## config.mk

```make
export PLATFORM = sky130hd
export DESIGN_NAME = brtrace_ring
export DESIGN_NICKNAME = d
export VERILOG_FILES = /design/src/rtl/brtrace_pkg.sv /design/src/rtl/brtrace_filter.sv /design/src/rtl/brtrace_ptr.sv /design/src/rtl/brtrace_store.sv /design/src/rtl/brtrace_ring.sv
export SDC_FILE = /design/constraint.sdc
export NUM_CORES = 1
export LEC_CHECK = 0
export BUFFER_PORTS_ARGS = -buffer_cell sky130_fd_sc_hd__buf_2
export CAP_MARGIN = 20
export CORE_MARGIN = 2
export CORE_UTILIZATION = 30
export CTS_BUF_LIST = sky130_fd_sc_hd__clkbuf_16
export CTS_CLUSTER_SIZE = 12
export DETAILED_ROUTE_END_ITERATION = 10
export SKIP_LAST_GASP = 1
export SLEW_MARGIN = 25
export SYNTH_ARGS = -nofsm -noshare
export SYNTH_HDL_FRONTEND = slang
export SYNTH_HIERARCHICAL = 1
export SYNTH_SLANG_ARGS = --single-unit
export TNS_END_PERCENT = 1
```

## constraint.sdc

```tcl
create_clock -name clk -period 2.64 [get_ports clk]
set_input_delay 0.66 -clock clk [delete_from_list [all_inputs] [get_ports clk]]
set_output_delay 0.66 -clock clk [all_outputs]
set_load 0.02 [all_outputs]
```

## src/rtl/brtrace_pkg.sv

```systemverilog
// Package: shared filter bit positions and mispredict helper for the
// branch trace ring. Assumes a 7-bit filter configuration word.
package brtrace_pkg;
    localparam int FLT_W        = 7;
    localparam int F_TAKEN      = 0;
    localparam int F_NTAKEN     = 1;
    localparam int F_TGT_OK     = 2;
    localparam int F_TGT_BAD    = 3;
    localparam int F_PATH_OK    = 4;
    localparam int F_PATH_BAD   = 5;
    localparam int F_MISS_ONLY  = 6;

    // Branch counts as mispredicted when target or path was wrong.
    function automatic logic is_miss(input logic tgt_ok, input logic path_ok);
        return ~(tgt_ok & path_ok);
    endfunction
endpackage

```

## src/rtl/brtrace_filter.sv

```systemverilog
// Module: brtrace_filter
// Decides whether a presented branch qualifies for recording, from its
// direction and prediction outcomes and the filter configuration.
// Assumes inputs are stable around the sampling edge; purely combinational.
module brtrace_filter
    import brtrace_pkg::*;
(
    input  logic             taken,
    input  logic             tgt_ok,
    input  logic             path_ok,
    input  logic [FLT_W-1:0] cfg,
    output logic             pass
);
    logic dir_ok;
    logic tgt_allow;
    logic path_allow;
    logic miss_allow;

    // Combine the four independent qualification terms.
    always_comb begin
        dir_ok     = taken   ? cfg[F_TAKEN]   : cfg[F_NTAKEN];
        tgt_allow  = tgt_ok  ? cfg[F_TGT_OK]  : cfg[F_TGT_BAD];
        path_allow = path_ok ? cfg[F_PATH_OK] : cfg[F_PATH_BAD];
        miss_allow = ~cfg[F_MISS_ONLY] | is_miss(tgt_ok, path_ok);
        pass       = dir_ok & tgt_allow & path_allow & miss_allow;
    end
endmodule

```

## src/rtl/brtrace_ptr.sv

```systemverilog
// Module: brtrace_ptr
// Holds the even write pointer, the sticky wrap flag and the registered
// record pulse. Assumes DEPTH is a power of two so the add wraps naturally.
module brtrace_ptr #(
    parameter int IDX_W = 3
) (
    input  logic             clk,
    input  logic             rst_n,
    input  logic             wr_go,
    output logic [IDX_W-1:0] ptr,
    output logic             wrapped,
    output logic             pulse
);
    localparam logic [IDX_W-1:0] STEP = IDX_W'(2);
    logic [IDX_W-1:0] ptr_nxt;

    // Next position, two entries further around the ring.
    always_comb ptr_nxt = ptr + STEP;

    // Advance pointer, set wrap on return to zero, emit one pulse per pair.
    always_ff @(posedge clk) begin
        if (!rst_n) begin
            ptr     <= '0;
            wrapped <= 1'b0;
            pulse   <= 1'b0;
        end else begin
            pulse <= wr_go;
            if (wr_go) begin
                ptr <= ptr_nxt;
                if (ptr_nxt == '0) wrapped <= 1'b1;
            end
        end
    end
endmodule

```

## src/rtl/brtrace_store.sv

```systemverilog
// Module: brtrace_store
// Entry storage: DEPTH words with valid bits, written as a pair at ptr and
// ptr+1, read combinationally by index. Assumes ptr is always even.
module brtrace_store #(
    parameter int DEPTH   = 8,
    parameter int IDX_W   = 3,
    parameter int ENTRY_W = 36
) (
    input  logic               clk,
    input  logic               rst_n,
    input  logic               wr_go,
    input  logic [IDX_W-1:0]   ptr,
    input  logic [ENTRY_W-1:0] src_word,
    input  logic [ENTRY_W-1:0] tgt_word,
    input  logic [IDX_W-1:0]   rd_idx,
    output logic [ENTRY_W-1:0] rd_entry,
    output logic               rd_valid
);
    logic [ENTRY_W-1:0] ent_q [DEPTH];
    logic [DEPTH-1:0]   ent_v;
    logic [IDX_W-1:0]   ptr_hi;

    // Partner slot for the target word.
    always_comb ptr_hi = ptr | IDX_W'(1);

    for (genvar i = 0; i < DEPTH; i++) begin : g_ent
        localparam logic [IDX_W-1:0] MY_IDX = IDX_W'(i);
        logic [ENTRY_W-1:0] q;
        logic               v;

        // Capture the source or target word when this slot is addressed.
        always_ff @(posedge clk) begin
            if (!rst_n) begin
                q <= '0;
                v <= 1'b0;
            end else if (wr_go && (MY_IDX == ptr)) begin
                q <= src_word;
                v <= 1'b1;
            end else if (wr_go && (MY_IDX == ptr_hi)) begin
                q <= tgt_word;
                v <= 1'b1;
            end
        end

        assign ent_q[i] = q;
        assign ent_v[i] = v;
    end

    // Indexed read of the selected entry.
    always_comb begin
        rd_entry = ent_q[rd_idx];
        rd_valid = ent_v[rd_idx];
    end
endmodule

```

## src/rtl/brtrace_ring.sv

```systemverilog
// Module: brtrace_ring (top)
// Records qualified retired branches as source/target word pairs in a
// ring of 2*N_BR entries, with pointer, wrap flag and record pulse.
// Assumes N_BR is a power of two and one branch per cycle at most.
module brtrace_ring
    import brtrace_pkg::*;
#(
    parameter int ADDR_W  = 32,
    parameter int N_BR    = 4,
    parameter int DEPTH   = 2 * N_BR,
    parameter int IDX_W   = $clog2(DEPTH),
    parameter int ENTRY_W = ADDR_W + 4
) (
    input  logic               clk,
    input  logic               rst_n,
    input  logic               br_valid,
    input  logic [ADDR_W-1:0]  br_src_addr,
    input  logic [1:0]         br_slot,
    input  logic [ADDR_W-1:0]  br_tgt_addr,
    input  logic               br_taken,
    input  logic               br_tgt_ok,
    input  logic               br_path_ok,
    input  logic [FLT_W-1:0]   flt_cfg,
    input  logic               freeze,
    input  logic [IDX_W-1:0]   rd_idx,
    output logic [ENTRY_W-1:0] rd_entry,
    output logic               rd_valid,
    output logic [IDX_W-1:0]   wr_ptr,
    output logic               wrapped,
    output logic               rec_pulse
);
    logic               pass;
    logic               wr_go;
    logic               miss;
    logic [ENTRY_W-1:0] src_word;
    logic [ENTRY_W-1:0] tgt_word;

    brtrace_filter u_filter (
        .taken   (br_taken),
        .tgt_ok  (br_tgt_ok),
        .path_ok (br_path_ok),
        .cfg     (flt_cfg),
        .pass    (pass)
    );

    // Qualify the write and assemble both entry words.
    always_comb begin
        wr_go    = br_valid & pass & ~freeze;
        miss     = is_miss(br_tgt_ok, br_path_ok);
        src_word = {br_src_addr, br_slot, miss, 1'b1};
        tgt_word = {br_tgt_addr, 2'b00,   miss, 1'b0};
    end

    brtrace_ptr #(.IDX_W(IDX_W)) u_ptr (
        .clk     (clk),
        .rst_n   (rst_n),
        .wr_go   (wr_go),
        .ptr     (wr_ptr),
        .wrapped (wrapped),
        .pulse   (rec_pulse)
    );

    brtrace_store #(.DEPTH(DEPTH), .IDX_W(IDX_W), .ENTRY_W(ENTRY_W)) u_store (
        .clk      (clk),
        .rst_n    (rst_n),
        .wr_go    (wr_go),
        .ptr      (wr_ptr),
        .src_word (src_word),
        .tgt_word (tgt_word),
        .rd_idx   (rd_idx),
        .rd_entry (rd_entry),
        .rd_valid (rd_valid)
    );
endmodule

```

# Yosys cells after proc, flatten, opt, wreduce, memory -nomap -nowiden
# Cells that the tools add are included.
[totals] elab_cells=100 regBits=301
[op_classes] n_lt_le_gt_ge=2 n_bitwise=11 n_mux=34 addsub=1 n_eq_ne=10 reduce_logical=23
[ops] op="$mux W36" n=15
[ops] op="$bmux W36 S3" n=1
[ops] op="$mux W1" n=17
[ops] op="$logic_and A1 B1 Y1" n=13
[ops] op="$eq A3 B3 Y1 const A" n=4
[ops] op="$reduce_bool A2 Y1" n=5
[ops] op="$logic_not A3 Y1" n=3
[ops] op="$and A1 B1 Y1" n=6
[ops] op="$eq A2 B3 Y1 const A" n=2
[ops] op="$eq A2 B2 Y1 const A" n=2
[ops] op="$ge A4 B4 Y1 const B" n=1
[ops] op="$lt A3 B4 Y1 const B" n=1
[ops] op="$not A3 Y4" n=1
[ops] op="$add A3 B2 Y3 const B" n=1
[ops] op="$bmux W1 S3" n=1
[ops] op="$eq A1 B3 Y1 const A" n=1
[ops] op="$not A1 Y1" n=3
[ops] op="$eq A1 B2 Y1 const A" n=1
[ops] op="$logic_not A2 Y1" n=1
[ops] op="$reduce_and A2 Y1" n=1
[ops] op="$or A1 B1 Y1" n=1

# Depth between registers and ports, before layout
[depth] word_depth=9 depth_mapped=9 mapped_depth_nobuf=6

# Cells and area by module
# Netlist, hierarchy kept.
[modules_own_cells] module="brtrace_store" n_inst=1 cells_each=1306 area_per_inst_um2=13585.5
[modules_own_cells] module="brtrace_ptr" n_inst=1 cells_each=14 area_per_inst_um2=153.9
[modules_own_cells] module="brtrace_filter" n_inst=1 cells_each=5 area_per_inst_um2=48.8
[modules_own_cells] module="brtrace_ring" n_inst=1 cells_each=4 area_per_inst_um2=20.0

# Least setup slack after synthesis
# OpenSTA, ideal clock, no wires.
[synth_timing] path_kind="input -> register" start="in flt_cfg[4]" end="reg u_store.g_ent[3].q[4]" cell_stages=9 slack_ns=0.074 required_time_ns=2.524 arrival_time_ns=2.450 cell_sequence="a21bo_1 > a2111oi_2 > and3b_1 > buf_2 > and3b_1 > buf_2 > buf_1 > nand2_1 > o211a_1"
[synth_via] elab_chain_cells=7
[synth_rtl] item="start: declaration" line="brtrace_ring.sv:23" source="input logic [FLT_W-1:0] flt_cfg,"
[synth_rtl] item="$mux W1 (*)" line="brtrace_filter.sv:23" source="path_allow = path_ok ? cfg[F_PATH_OK] : cfg[F_PATH_BAD];"
[synth_rtl] item="$and A1 B1 Y1 (*) (2 in series)" line="brtrace_filter.sv:25" source="pass = dir_ok & tgt_allow & path_allow & miss_allow;"
[synth_rtl] item="via pass" line="brtrace_ring.sv:32" source="logic pass;"
[synth_rtl] item="$and A1 B1 Y1 (*) (2 in series)" line="brtrace_ring.sv:48" source="wr_go = br_valid & pass & ~freeze;"
[synth_rtl] item="via wr_go" line="brtrace_ring.sv:33" source="logic wr_go;"
[synth_rtl] item="$logic_and A1 B1 Y1 (on tied branches)" line="brtrace_store.sv:36, brtrace_store.sv:39"
[synth_rtl] item="$mux W36 / $reduce_bool A2 Y1 (equally long branches)"
[synth_rtl] item="end signal: assignment" line="brtrace_store.sv:37" source="q <= src_word;"
[synth_rtl] item="end signal: assignment" line="brtrace_store.sv:40" source="q <= tgt_word;"
[synth_rtl] item="end: declaration" line="brtrace_store.sv:28" source="logic [ENTRY_W-1:0] q;"
# Mark *: on every way through the listed nets, which the timed path passes. The rest lies on a longest branch.
# A chain may end at the register's enable or synchronous reset.

# Worst setup path after layout
[layout_timing] start="in rd_idx[0]" end="out rd_entry[9]"
[layout_via] elab_chain_cells=4
[layout_rtl] item="start: declaration" line="brtrace_ring.sv:25" source="input logic [IDX_W-1:0] rd_idx,"
[layout_rtl] item="$not A3 Y4 (not written as such)" line="brtrace_store.sv:51" source="rd_entry = ent_q[rd_idx];"
[layout_rtl] item="$bmux W36 S3" line="brtrace_store.sv:51"
[layout_rtl] item="$mux W36 (not written as such) (2 in series)" line="brtrace_store.sv:51"
[layout_rtl] item="end: declaration" line="brtrace_ring.sv:26" source="output logic [ENTRY_W-1:0] rd_entry,"
# No other way between the ends. The select of a mux whose other input is x is not followed.

==> impl_metrics.json <==
{
  "grt_usage": 0.1667,
  "antenna_found_initial": 1,
  "drv_cap": 0,
  "grt_pass1_vias": 10420,
  "hp-class": "in2reg",
  "cts-root-buf": "clkbuf_16",
  "grt.overflow.total": 0,
  "syn_area_per_cell_um2": 10.39,
  "clock_latency_ns": 0.52,
  "rows": 78,
  "critPathMaxStageDelay_ns": 0.54,
  "grt_pass1_wl_um": 61910,
  "cp-endpoint": "rd_entry[9]",
  "vias": 10750,
  "wl_per_cell_um": 19.66,
  "via_per_inst": 5.158,
  "min_period_ns": 2.666,
  "worstPathCellList": "buf_16 -> clkbuf_16 -> mux4_1 -> mux2_4 -> buf_4",
  "crit_cells": 5,
  "startpoint": "rd_idx[0]",
  "vdd_ir_drop_max_uv": 403.9,
  "worst_pin_slew_ns": 0.7801,
  "cp_data_required_time_ns": 1.98,
  "hpwl_um": 24490,
  "cp.buffers_inverters": 3,
  "drive_above_1_share": 0.2731,
  "rr_worst_depth": 4,
  "drt_iter0_markers": 804,
  "worstPathArrival_ns": 2.01,
  "drtPass1Iterations": 6,
  "status": "finished, violations left",
  "clockBufferDepth": 3,
  "setup_viol": 20,
  "grt_max_degree": 80,
  "finalNonFillerCells": 2083,
  "reg2reg_from": "u_ptr/ptr[1]",
  "die_w_um": 218.5,
  "synth_edf_count": 0,
  "syn_area_mm2": 0.01381,
  "syn_to_final_growth_pct": 22.12,
  "reg2reg_to": "u_store/g_ent[2].q[1]",
  "period_share": 1.010,
  "clock.fmax_mhz": 375.1,
  "ys_types": 40,
  "end_kind": "output pin",
  "cts_tree": "done",
  "drt-total-wl_um": 40960,
  "port-buffer-count": 123,
  "p_leak_nw": 8.045,
  "fill_cells": 4451,
  "rsz0062_at_grt": "true",
  "power_density_mw_per_mm2": 578.7,
  "multi_input_area_mm2": 0.007149,
  "async_flop_share": 0,
  "dieHeight_um": 218.5,
  "worst_slack_ns": -0.02599,
  "core_mm2": 0.04538,
  "cts.clk_slew.worst_paths_ns": 0.06,
  "drc": 0,
  "ant_nets": 0,
  "timing.hold.ws_ns": 0.4200,
  "slew_headroom": 0.4792,
  "regArea_mm2": 0.006006,
  "cts_made_buffers": 35,
  "synth_ff_type": "dfxtp_1",
  "yosysWarnings": 6,
  "ys_ff_latch": 300,
  "h-tree-depth": 2,
  "crit_fanout": 8,
  "gp_congestion": 0.7757,
  "nNetsFinal": 1542,
  "clock_skew_ns": 0.007679,
  "synthCells": 1329,
  "fin_setup_tns_ns": -0.2302,
  "rrSetupSlack_ns": 0.74,
  "critPathKind": "in2out",
  "place_inst": 2000,
  "die_area_mm2": 0.04776,
  "ios": 125,
  "yosysSeqAreaShare": 0.4349,
  "place_ws_ns": -0.2042,
  "drv_slew": 0,
  "hold_violations": 0,
  "violations": "setup timing",
  "start_util": 0.3043,
  "cts.sink_count": 300,
  "antenna_cells": 0,
  "path_delay_family": "multiplexers",
  "critPathLaunchType": "primary input",
  "fin_area_mm2": 0.01686,
  "dpl_cell_area_mm2": 0.01542,
  "slowest_stage": "mux4_1"
}
## power by group
group          switching (mW)  total (mW)  internal (mW)
clock                    1.94        4.51           2.57
combinational           0.372       0.687          0.315
sequential             0.0141        4.56           4.55
total                    2.33        9.76           7.43
## layout by cell type (no fill, tap or decap), types with 2 or more instances in the layout
master | netlist | final
a21boi_0 | 21 | 21
a21boi_1 | 103 | 103
a21boi_2 | 20 | 20
and3b_2 | 0 | 2
buf_12 | 3 | 28
buf_16 | 0 | 9
buf_2 | 45 | 117
buf_4 | 9 | 50
clkbuf_16 | 0 | 41
clkinv_1 | 0 | 8
conb_1 | 3 | 9
dfxtp_1 | 300 | 300
inv_1 | 0 | 13
inv_6 | 0 | 2
mux2_2 | 37 | 34
mux2_4 | 0 | 3
mux2i_1 | 39 | 39
mux4_1 | 18 | 10
mux4_2 | 56 | 64
nand2_1 | 413 | 413
nand2_2 | 20 | 20
nand4bb_2 | 0 | 2
nor2b_1 | 2 | 2
o211a_1 | 144 | 144
o21a_1 | 8 | 8
## worst register-to-register path, delay by kind of cell, from the launching register on
family	cells	cell delay, ns
AO/OA/AOI/OAI	1	0.14
flip-flops	1	0.75
buffers and inverters	1	0.33
AND/OR/NAND/NOR	2	0.61
## cells in the mapped netlist (all sizes together) (3+ instances only)
cell	instances	share of area
and3b	3	0.0019
o211a	144	0.10
nand2	433	0.12
buf	75	0.037
o21a	8	0.0043
mux4	74	0.13
conb	3	0.00082
mux2i	39	0.028
dfxtp	300	0.43
mux2	37	0.030
a21boi	144	0.084
clkbuf	49	0.013
## sequential cells by signal, summed over array words and instances (netlist names)
name / cells
u_store/g_ent.q: 288
u_store/g_ent.v: 8
u_ptr/ptr: 2
u_ptr/pulse: 1
u_ptr/wrapped: 1
## cell type report
class,instances,area share
clock buffers,36,0.05342
clock inverters,26,0.008904
multi-input cells,911,0.4240
flip-flops and latches,300,0.3562
well taps,600,0.04452
repair buffers,210,0.1130
## through the flow
stage / util / total power [mW]
floorplan: - / 5.017
finish: 0.3716 / 9.759
global placement: 0.3398 / 5.251
CTS: 0.3667 / 9.845
detailed placement: 0.3398 / 5.257
global route: 0.3716 / 10.11
## cells by family (layout without fill, tap and decap cells)
family / Yosys count / count (layout) / share of synthesized area
buf+inv: 124 / 272 / 0.05011
fa+ha+maj: 1 / 1 / 0.0009060
simple gates: 451 / 451 / 0.1339
compound gates: 299 / 299 / 0.1946
xor+xnor: 1 / 1 / 0.0006344
mux: 150 / 150 / 0.1840
other cells: 3 / 9 / 0.0008155
flops: 300 / 300 / 0.4349
## per-layer routing
metal  vias up  part of all wire  track usage
met4         2             0.015      0.03878
li1       4969                 -            -
met2       300              0.47       0.2737
met5         -           0.00032            0
met3        45             0.053      0.02575
met1      5429              0.47       0.2296
## how the worst min path moves through the flow
stage                                       from                      to  slack [ns]  cells past startpoint
after global routing             br_src_addr[23]  u_store/g_ent[2].q[27]        0.42                      3
final                            br_src_addr[16]  u_store/g_ent[0].q[20]        0.42                      3
after detailed placement  u_store/g_ent[2].q[26]  u_store/g_ent[2].q[26]        0.44                      2
after global placement     u_store/g_ent[6].q[9]   u_store/g_ent[6].q[9]        0.44                      2
after CTS                        br_src_addr[31]  u_store/g_ent[0].q[35]        0.40                      3
after floorplan           u_store/g_ent[4].q[19]  u_store/g_ent[4].q[19]        0.43                      2
## repair_timing
action / in CTS / in global routing
gates cloned: 4 / 5
pin swaps: 0 / 0
hold buffers: 0 / 0
gates resized for setup: 8 / 22
setup endpoints to repair: 37 / 37
setup buffers: 4 / 8
Note: power is estimated with default switching activity, not from simulation.
